## src/rtl/usb_rx_pkg.sv

```systemverilog
package usb_rx_pkg;

  typedef enum logic [1:0] {
    ST_IDLE  = 2'd0,
    ST_HUNT  = 2'd1,
    ST_RX    = 2'd2,
    ST_DRAIN = 2'd3
  } rx_state_t;

  // K: D+ high, D- low
  function automatic logic line_is_k(input logic dp, input logic dm);
    return dp & ~dm;
  endfunction

  // J (idle): D+ low, D- high
  function automatic logic line_is_j(input logic dp, input logic dm);
    return ~dp & dm;
  endfunction

  function automatic logic line_is_se0(input logic dp, input logic dm);
    return ~dp & ~dm;
  endfunction

endpackage

```

## src/rtl/usb_rx_insync.sv

```systemverilog
module usb_rx_insync #(
  parameter int          WIDTH   = 2,
  parameter int          STAGES  = 2,
  parameter logic [WIDTH-1:0] RST_VAL = '0
) (
  input  logic             clk,
  input  logic             rst,
  input  logic [WIDTH-1:0] async_i,
  output logic [WIDTH-1:0] sync_o
);

  generate
    for (genvar b = 0; b < WIDTH; b++) begin : g_bit
      logic [STAGES-1:0] chain;
      always_ff @(posedge clk) begin
        if (rst) chain <= {STAGES{RST_VAL[b]}};
        else     chain <= {chain[STAGES-2:0], async_i[b]};
      end
      assign sync_o[b] = chain[STAGES-1];
    end
  endgenerate

endmodule

```

## src/rtl/usb_rx_ctrl.sv

```systemverilog
module usb_rx_ctrl
  import usb_rx_pkg::*;
#(
  parameter int OVS      = 10,
  parameter int SYNC_TMO = 200
) (
  input  logic clk,
  input  logic rst,
  input  logic dp_i,
  input  logic dm_i,
  input  logic end_i,
  input  logic ovf_i,
  output logic start_o,
  output logic stb_o,
  output logic lvl_o,
  output logic se0_o,
  output logic sync_err_o
);

  localparam int HALF    = OVS / 2;
  localparam int LOCK_AT = OVS + HALF;
  localparam int CW      = $clog2(LOCK_AT + 2);
  localparam int TW      = $clog2(SYNC_TMO + 1);

  rx_state_t     st;
  logic [CW-1:0] cnt;
  logic [TW-1:0] tmo;
  logic          prev_j;
  logic          ln_k, ln_j, ln_se0, jk_edge;

  assign ln_k    = line_is_k(dp_i, dm_i);
  assign ln_j    = line_is_j(dp_i, dm_i);
  assign ln_se0  = line_is_se0(dp_i, dm_i);
  assign jk_edge = prev_j & ln_k;

  always_ff @(posedge clk) begin
    if (rst) begin
      st         <= ST_IDLE;
      cnt        <= '0;
      tmo        <= '0;
      prev_j     <= 1'b1;
      start_o    <= 1'b0;
      stb_o      <= 1'b0;
      lvl_o      <= 1'b1;
      se0_o      <= 1'b0;
      sync_err_o <= 1'b0;
    end else begin
      prev_j     <= ln_j;
      start_o    <= 1'b0;
      stb_o      <= 1'b0;
      sync_err_o <= 1'b0;
      unique case (st)
        ST_IDLE: begin
          if (jk_edge) begin
            st  <= ST_HUNT;
            cnt <= '0;
            tmo <= '0;
          end
        end
        ST_HUNT: begin
          tmo <= tmo + 1'b1;
          if (tmo == TW'(SYNC_TMO - 1)) begin
            st         <= ST_IDLE;
            sync_err_o <= 1'b1;
          end else if (jk_edge) begin
            cnt <= '0;
          end else if (cnt == CW'(LOCK_AT)) begin
            if (ln_k) begin
              st      <= ST_RX;
              cnt     <= '0;
              start_o <= 1'b1;
            end else begin
              cnt <= CW'(LOCK_AT + 1);
            end
          end else if (cnt < CW'(LOCK_AT)) begin
            cnt <= cnt + 1'b1;
          end
        end
        ST_RX: begin
          if (end_i) begin
            st <= ST_IDLE;
          end else if (ovf_i) begin
            st <= ST_DRAIN;
          end else if (cnt == CW'(OVS - 1)) begin
            cnt   <= '0;
            stb_o <= 1'b1;
            lvl_o <= dm_i;
            se0_o <= ln_se0;
          end else begin
            cnt <= cnt + 1'b1;
          end
        end
        ST_DRAIN: begin
          if (ln_se0) st <= ST_IDLE;
        end
        default: st <= ST_IDLE;
      endcase
    end
  end

  // receive state is entered only from the sync hunt
  a_r2_lock_from_hunt: assert property (@(posedge clk) disable iff (rst)
    (st == ST_RX && $past(st) != ST_RX) |-> $past(st) == ST_HUNT);

  // hunting never outlasts the timeout window
  a_r8_hunt_bounded: assert property (@(posedge clk) disable iff (rst)
    (st == ST_HUNT) |-> (tmo < TW'(SYNC_TMO)));

  // one sample strobe per bit, never back to back
  a_r3_strobe_spacing: assert property (@(posedge clk) disable iff (rst)
    stb_o |=> !stb_o);

endmodule

```

## src/rtl/usb_rx_deser.sv

```systemverilog
module usb_rx_deser #(
  parameter int DW        = 8,
  parameter int MAX_BYTES = 8,
  parameter int STUFF_RUN = 6
) (
  input  logic          clk,
  input  logic          rst,
  input  logic          start_i,
  input  logic          stb_i,
  input  logic          lvl_i,
  input  logic          se0_i,
  output logic          end_o,
  output logic          ovf_hit_o,
  output logic          valid_o,
  output logic [DW-1:0] byte_o,
  output logic          eop_o,
  output logic          ovf_o
);

  localparam int BW = $clog2(DW);
  localparam int OW = $clog2(STUFF_RUN + 1);
  localparam int NW = $clog2(MAX_BYTES + 1);

  logic          prev;
  logic [OW-1:0] ones;
  logic [BW-1:0] bpos;
  logic [NW-1:0] nbytes;
  logic [DW-1:0] sh;
  logic          bit_d, stuffed, kill, last_bit, full;
  logic [DW-1:0] nxt;

  assign bit_d     = (lvl_i == prev);
  assign nxt       = {bit_d, sh[DW-1:1]};
  assign stuffed   = (ones == OW'(STUFF_RUN));
  assign kill      = se0_i && (bpos != '0);
  assign last_bit  = (bpos == BW'(DW - 1));
  assign full      = (nbytes == NW'(MAX_BYTES));
  assign end_o     = stb_i && kill;
  assign ovf_hit_o = stb_i && !kill && !stuffed && last_bit && full;

  always_ff @(posedge clk) begin
    if (rst) begin
      prev    <= 1'b0;
      ones    <= '0;
      bpos    <= '0;
      nbytes  <= '0;
      sh      <= '0;
      valid_o <= 1'b0;
      byte_o  <= '0;
      eop_o   <= 1'b0;
      ovf_o   <= 1'b0;
    end else begin
      valid_o <= 1'b0;
      eop_o   <= 1'b0;
      ovf_o   <= 1'b0;
      if (start_i) begin
        prev   <= 1'b0;
        ones   <= '0;
        bpos   <= '0;
        nbytes <= '0;
        sh     <= '0;
      end else if (stb_i) begin
        if (kill) begin
          eop_o <= 1'b1;
        end else if (stuffed) begin
          ones <= '0;
          prev <= lvl_i;
        end else begin
          prev <= lvl_i;
          ones <= bit_d ? ones + 1'b1 : '0;
          sh   <= nxt;
          if (last_bit) begin
            bpos <= '0;
            if (full) begin
              ovf_o <= 1'b1;
            end else begin
              valid_o <= 1'b1;
              byte_o  <= nxt;
              nbytes  <= nbytes + 1'b1;
            end
          end else begin
            bpos <= bpos + 1'b1;
          end
        end
      end
    end
  end

  // the ones run never exceeds the stuffing threshold
  a_r4_run_bound: assert property (@(posedge clk) disable iff (rst)
    ones <= OW'(STUFF_RUN));

  // delivered byte count never passes the limit
  a_r7_count_bound: assert property (@(posedge clk) disable iff (rst)
    nbytes <= NW'(MAX_BYTES));

  // end of packet is a single-clock pulse
  a_r5_eop_pulse: assert property (@(posedge clk) disable iff (rst)
    eop_o |=> !eop_o);

  // byte valid is a single-clock pulse
  a_r3_valid_pulse: assert property (@(posedge clk) disable iff (rst)
    valid_o |=> !valid_o);

endmodule

```

## src/rtl/usb_ls_rx.sv

```systemverilog
module usb_ls_rx #(
  parameter int OVS       = 10,
  parameter int MAX_BYTES = 8,
  parameter int SYNC_TMO  = 200,
  parameter int STUFF_RUN = 6,
  parameter int SYNC_FF   = 2
) (
  input  logic       clk,
  input  logic       rst,
  input  logic       usb_dp_i,
  input  logic       usb_dm_i,
  output logic       rx_valid_o,
  output logic [7:0] rx_byte_o,
  output logic       rx_eop_o,
  output logic       rx_ovf_o,
  output logic       rx_sync_err_o
);

  localparam int DW = 8;

  logic [1:0] line_s;
  logic       start, stb, lvl, se0, end_pkt, ovf_hit;

  usb_rx_insync #(
    .WIDTH  (2),
    .STAGES (SYNC_FF),
    .RST_VAL(2'b10)
  ) u_sync (
    .clk    (clk),
    .rst    (rst),
    .async_i({usb_dm_i, usb_dp_i}),
    .sync_o (line_s)
  );

  usb_rx_ctrl #(
    .OVS     (OVS),
    .SYNC_TMO(SYNC_TMO)
  ) u_ctrl (
    .clk       (clk),
    .rst       (rst),
    .dp_i      (line_s[0]),
    .dm_i      (line_s[1]),
    .end_i     (end_pkt),
    .ovf_i     (ovf_hit),
    .start_o   (start),
    .stb_o     (stb),
    .lvl_o     (lvl),
    .se0_o     (se0),
    .sync_err_o(rx_sync_err_o)
  );

  usb_rx_deser #(
    .DW       (DW),
    .MAX_BYTES(MAX_BYTES),
    .STUFF_RUN(STUFF_RUN)
  ) u_deser (
    .clk      (clk),
    .rst      (rst),
    .start_i  (start),
    .stb_i    (stb),
    .lvl_i    (lvl),
    .se0_i    (se0),
    .end_o    (end_pkt),
    .ovf_hit_o(ovf_hit),
    .valid_o  (rx_valid_o),
    .byte_o   (rx_byte_o),
    .eop_o    (rx_eop_o),
    .ovf_o    (rx_ovf_o)
  );

  // the four event outputs are mutually exclusive
  a_r9_events_exclusive: assert property (@(posedge clk) disable iff (rst)
    $onehot0({rx_valid_o, rx_eop_o, rx_ovf_o, rx_sync_err_o}));

endmodule

```

## config.mk

```make
export PLATFORM = sky130hd
export DESIGN_NAME = usb_ls_rx
export DESIGN_NICKNAME = d
export VERILOG_FILES = /design/src/rtl/usb_rx_pkg.sv /design/src/rtl/usb_rx_insync.sv /design/src/rtl/usb_rx_ctrl.sv /design/src/rtl/usb_rx_deser.sv /design/src/rtl/usb_ls_rx.sv
export SDC_FILE = /design/constraint.sdc
export NUM_CORES = 1
export LEC_CHECK = 0
export ABC_AREA = 1
export BUFFER_PORTS_ARGS = -buffer_cell sky130_fd_sc_hd__clkbuf_2
export CAP_MARGIN = 30
export CORE_MARGIN = 8
export CORE_UTILIZATION = 60
export DETAILED_ROUTE_END_ITERATION = 10
export PLACE_DENSITY = 0.89
export SLEW_MARGIN = 0
export SYNTH_ARGS = -nofsm -noshare
export SYNTH_HDL_FRONTEND = slang
export SYNTH_SLANG_ARGS = --single-unit
```

## constraint.sdc

```tcl
create_clock -name clk -period 2.2 [get_ports clk]
set_clock_uncertainty 0.1 [all_clocks]
set_input_delay 0.33 -clock clk [delete_from_list [all_inputs] [get_ports clk]]
set_output_delay 0.33 -clock clk [all_outputs]
set_load 0.02 [all_outputs]
```

* After elaboration in Yosys (flattened, before gate mapping) *
Index checks and enable logic that the tools add are counted.

word-level totals
  register bits after elaboration = 55
  input port bits = 4
  output and inout bits = 12
  word-level logic and storage cells = 119

operators by class
  add/sub/neg operators = 5
  $lt $le $gt $ge = 1
  equal/unequal tests = 20
  muxes and demuxes = 30
  bitwise operators = 17
  reduce and logical (&&, ||, !) cells = 26

operators by type and width
  cell                 number
  $mux 5               9
  $reduce_and 6->1     3
  $mux 2               8
  $pmux 8 s2           1
  $pmux 5 s3           1
  $not 1->1            13
  $eq 5x4->1 const B   2
  $mux 3               3
  $add 8x1->8 const B  1
  $eq 8x8->1 const B   1
  $mux 8               1
  $pmux 2 s4           1
  $add 3x1->3 const B  2
  $eq 3x3->1 const B   2
  $logic_and 1x1->1    6
  $mux 1               6
  $ne 2x2->1 const B   3
  $ne 3x1->1 const B   2
  $ne 3x3->1 const B   2
  $reduce_bool 3->1    2
  $reduce_or 6->1      1
  $add 5x1->5 const B  1
  $lt 5x4->1 const B   1
  $reduce_and 5->1     1
  other kinds (18)     26

* Logic depth before layout (Yosys ltp) *
  word-level depth = 10
  gate-level depth with buffers = 11
  mapped depth without buffers = 11

* Modules after synthesis *
A second synthesis with hierarchy kept.

unflattened totals
  cell total of the unflattened synthesis = 359
  area, all modules = 2725.1 µm²

by module, submodules not included
  module         times used  cells an instance  area an instance (µm²)  seq. area each (µm²)
  usb_rx_deser   1           164                1300.0                  580.6
  usb_rx_ctrl    1           180                1296.2                  420.4
  usb_rx_insync  1           15                 128.9                   80.1

* Worst setup path after synthesis *
OpenSTA, ideal clock, no wires.

  kind = register to register
  start = register u_ctrl.cnt[0]
  end = register u_ctrl.cnt[2]
  setup time = 0.113 ns
  data arrival time = 1.483 ns
  required time = 1.987 ns
  slack = 0.504 ns
  cell stages (with the launch flop) = 12
  buffers on the path = 0
  clock period less this slack = 1.696 ns
  cells stage by stage = dfxtp_1 > ha_1 > nand2_1 > nor2_1 > ha_1 > nand3b_1 > nor2_1 > nor2_4 > nand3_2 > nand2_1 > nand2_1 > nor2_1

on the way
  cells in the longest elaborated chain, start to end = 6
  elaborated cells between the ends (all ways) = 14
  classes of those cells = add/sub: 1; order compare: 1; eq/ne: 3; mux: 8; reduce/logical: 1

RTL lines
  what                    line                                  text
  start, declared         usb_rx_ctrl.sv:26                     logic [CW-1:0] cnt;
  start signal, assigned  usb_rx_ctrl.sv:73                     cnt <= CW'(LOCK_AT + 1);
  start signal, assigned  usb_rx_ctrl.sv:76                     cnt <= cnt + 1'b1;
  start signal, assigned  usb_rx_ctrl.sv:90                     cnt <= cnt + 1'b1;
  $add 5x1->5             usb_rx_ctrl.sv:76, usb_rx_ctrl.sv:90
  $mux 5                  usb_rx_ctrl.sv:75                     end else if (cnt < CW'(LOCK_AT)) begin
  $mux 5                  usb_rx_ctrl.sv:67                     end else if (cnt == CW'(LOCK_AT)) begin
  $mux 5                  usb_rx_ctrl.sv:65                     end else if (jk_edge) begin
  $mux 5                  usb_rx_ctrl.sv:62                     if (tmo == TW'(SYNC_TMO - 1)) begin
  $pmux 5 s3              usb_rx_ctrl.sv:52                     unique case (st)

Several ways; a longest one is shown, not always the timed one. The select of a mux whose other input is x is not followed.
A chain may end at the register's enable or synchronous reset.

* Worst setup path after layout *
  start = register u_deser.ones[0]
  end = register u_deser.byte_o[0]

on the way
  cells in the longest elaborated chain, start to end = 3

RTL lines
  what                        line                text
  start, declared             usb_rx_deser.sv:25  logic [OW-1:0] ones;
  start signal, assigned      usb_rx_deser.sv:70  ones <= bit_d ? ones + 1'b1 : '0;
  $eq 3x3->1                  usb_rx_deser.sv:34  assign stuffed = (ones == OW'(STUFF_RUN));
  $not 1->1 (no line)         -
  $reduce_and 6->1 (no line)  -
  end signal, assigned        usb_rx_deser.sv:78  byte_o <= nxt;
  end, declared               usb_rx_deser.sv:15  output logic [DW-1:0] byte_o,

Every way passes these cells.

==> summary.md <==
| Metric | Value |
|---|---|
| Outcome | `complete, no violations` |
| Postcts setup bufs | `0` |
| 1st-pass router iterations | `4` |
| Critical path class | `flip-flop to flip-flop` |
| Post-Syn Instances | `between 300 and 400` |
| Sw frac | `34.2%` |
| Total GRT Usage | `between 15 and 20%` |
| Worst-margin pin slew | `0.414 ns` |
| Max IR drop VDD | `between 0.0004 and 0.0005 V` |
| Comb pwr share | `around 28%` |
| Die X | `between 80 and 90 µm` |
| Relative slew margins | `71.7%` |
| Post-layout worst setup margin | `0.208 ns` |
| Hold Fails Final Rpt | `0` |
| Initial core utilization | `approximately three fifths` |
| Multi-input gate area | `0.00131 mm²` |
| First-pass GRT wire length | `8.70 mm` |
| Bufs and invs on worst path | `2` |
| GP Congestion | `0.807` |
| Mapped Nets | `between 300 and 400` |
| Crit-path slowest cell | `dfxtp_1` |
| Routed Wire Length | `5.02 mm` |
| TritonCTS Sinks | `54` |
| ANT nets after route | `0` |
| RSZ-0062 raised after global routing | `no` |
| Fraction of layout cells with a size suffix above 1 | `11.9%` |
| Avg Synthesized Cell Area | `7.56 µm²` |
| Pin count of the biggest net entering global routing | `18` |
| Clock Latency Late Sink | `0.31 ns` |
| HPWL after DPL | `between 3 and 4 mm` |
| Drt via density | `about 5.3` |
| Core Region | `0.00426 mm²` |
| FMAX | `502 MHz` |
| Root Driver | `clkbuf_8` |
| DR vias | `2,184` |
| Post-synthesis cell type count | `32` |
| P per Cell Area | `799 mW/mm²` |
| Power Internal | `1.47 mW` |
| CP peak stage delay | `0.34 ns` |
| Max_cap viols | `0` |
| Worst r2r path cells | `10` |
| Fin crit share | `90.6%` |
| Vias in the first global route | `slightly above 2,000` |
| CTS resizes | `0` |
| Post-layout min period | `1.99 ns` |
| Hold buffers post-CTS | `0` |
| Residual DRC count | `0` |
| Register area share after synthesis | `41.6%` |
| Chip height | `81.8 µm` |
| Die ar. | `0.00670 mm²` |
| Clock slew seen by the registers of the worst setup and hold paths | `~0.090 ns` |
| Crit. End Element | `flip-flop` |
| Sequential share of power | `48.5%` |
| Buffers on Ports | `15` |
| Pre-CTS setup slack | `0.231 ns` |
| Placement row count | `24` |
| Top cell family by delay on the critical path | `simple AND/OR/NAND/NOR gates` |
| Warning count from the yosys run | `0` |
| Total inserted antenna cells | `0` |
| Max Buffers Root-to-Sink | `2` |
| Sequential cell area | `0.00108 mm²` |
| Top FF cell, synth | `dfxtp_1` |
| Post-synth ARST share | `0%` |
| Layout area overhead | `7.89%` |
| CP Depth | `10` |
| Fill count | `381` |
| HP Class | `input port to flip-flop` |
| #FFs+latches synth | `54` |
| CP Launch Type | `flip-flop` |
| Sw power | `767 µW` |
| Hold-critical path depth | `2` |
| Clock group share of total power | `23.5%` |
| Worst path required time | `2.30 ns` |
| Io pins | `16` |
| Critical path peak fanout | `16` |
| DR WL/cell | `12.1 µm` |
| Pleak | `1.23 nW` |
| Nets | `383` |
| Netlist Area Pre-Place | `0.00260 mm²` |
| EDFF count, synth | `0` |
| Final TNS setup | `0 ns` |
| Crit-path cells | `inv_1, ha_1, nand2_1, nand3_4, nor2_8, nand2_4, nor2_4, inv_1, nor2_1, nor2_1` |
| Max-slew violations | `0` |
| H-tree depth | `2` |
| Cts bufs inserted | `5` |
| Initial antenna violation count | `0` |
| # setup viols final | `0` |
| CP arrival | `about 2.1 ns` |
| 1st-iter DRT viols | `87` |
| CTS tree | `done` |
| Gr ovfl total | `0` |
[routing by layer]
layer | share of wire, % | vias up | GRT usage (%)
met5 | 0 | - | 0
met2 | 52 | 31 | 29.0
li1 | - | 1143 | -
met3 | 2.9 | 7 | 4.05
met4 | 1.5 | 0 | 5.09
met1 | 44 | 1003 | 18.3
[worst paths after layout]
path / from / endpoint / slack (ns)
setup reg to reg: u_deser.ones[0] / u_deser.byte_o[0] / 0.21
setup / recovery: u_deser.ones[0] / u_deser.byte_o[0] / 0.21
hold / removal: usb_dm_i / u_sync.g_bit[1].chain[0] / 0.1
hold reg to reg: u_sync.g_bit[0].chain[0] / u_sync.g_bit[0].chain[1] / 0.32
[cell usage in the layout, fill, tap and decap left out, types with 3 or more instances in the layout]
cell / count
dfxtp_1: 54
nand2_1: 53
nor2_1: 51
inv_1: 44
a21oi_1: 31
o21ai_0: 24
nand3_1: 22
ha_1: 17
clkbuf_2: 15
nor3_1: 5
clkbuf_8: 5
nand4_1: 4
nor2_4: 3
nand3b_1: 3
a211oi_1: 3
[cells in the mapped netlist, types with 3 or more instances]
master | number | area [µm²]
a211oi_1 | 3 | 22.5
a21oi_1 | 31 | 155
buf_2 | 3 | 15.0
dfxtp_1 | 54 | 1080
ha_1 | 17 | 213
inv_1 | 44 | 165
nand2_1 | 53 | 199
nand3_1 | 22 | 110
nand3b_1 | 3 | 22.5
nand4_1 | 4 | 25.0
nor2_1 | 51 | 191
nor2_4 | 3 | 33.8
nor3_1 | 5 | 25.0
o21ai_0 | 24 | 120
[power groups by stage]
stage	Sequential, mW	Combinational [mW]	Clock, mW
4_1_cts	1.09	0.628	0.545
3_3_place_gp	1.11	0.603	0
6_report	1.09	0.627	0.527
3_5_place_dp	1.11	0.625	0
2_1_floorplan	1.10	0.512	0
5_1_grt	1.10	0.726	0.584
[final cells by class]
cell class | count | area share [%]
Sequential cell | 54 | 38.5
Clock inverter | 2 | 0.535
Inverter | 47 | 6.29
Multi-Input combinational cell | 237 | 46.7
Timing Repair Buffer | 17 | 3.21
Tap cell | 52 | 2.32
Clock buffer | 5 | 2.45
[kinds of logic after synthesis]
| kind of cell | count (synthesis) | share of synthesized area, % |
|---|---|---|
| buffers and inverters | 53 | 8.08 |
| and+or+nand+nor | 153 | 28.0 |
| DFF | 54 | 41.6 |
| AOI/OAI and AO/OA | 65 | 13.5 |
| adders and majority gates | 17 | 8.18 |
| xor gates and xnor gates | 2 | 0.674 |
[state kept, by name, summed over array words and instances (netlist names), 2 cells and up]
name,flops
u_sync.g_bit.chain,4
u_deser.nbytes,4
u_deser.byte_o,8
u_deser.bpos,3
u_ctrl.cnt,5
u_deser.ones,3
u_deser.sh,7
u_ctrl.st,2
u_ctrl.tmo,8
[through the flow]
stage / utilization, % / cell area, µm² / std cells / total power [mW] / hold slack [ns]
6_report: 65.8 / 2810 / 414 / 2.24 / 0.0976
5_1_grt: 65.8 / 2810 / 414 / 2.41 / 0.0922
3_3_place_gp: 63.8 / 2720 / 407 / 1.71 / 0.298
4_1_cts: 65.8 / 2810 / 414 / 2.26 / 0.0898
3_5_place_dp: 63.8 / 2720 / 407 / 1.74 / 0.303
2_1_floorplan: - / 2600 / 344 / 1.61 / 0.288
Note: power is estimated with default switching activity, not from simulation.
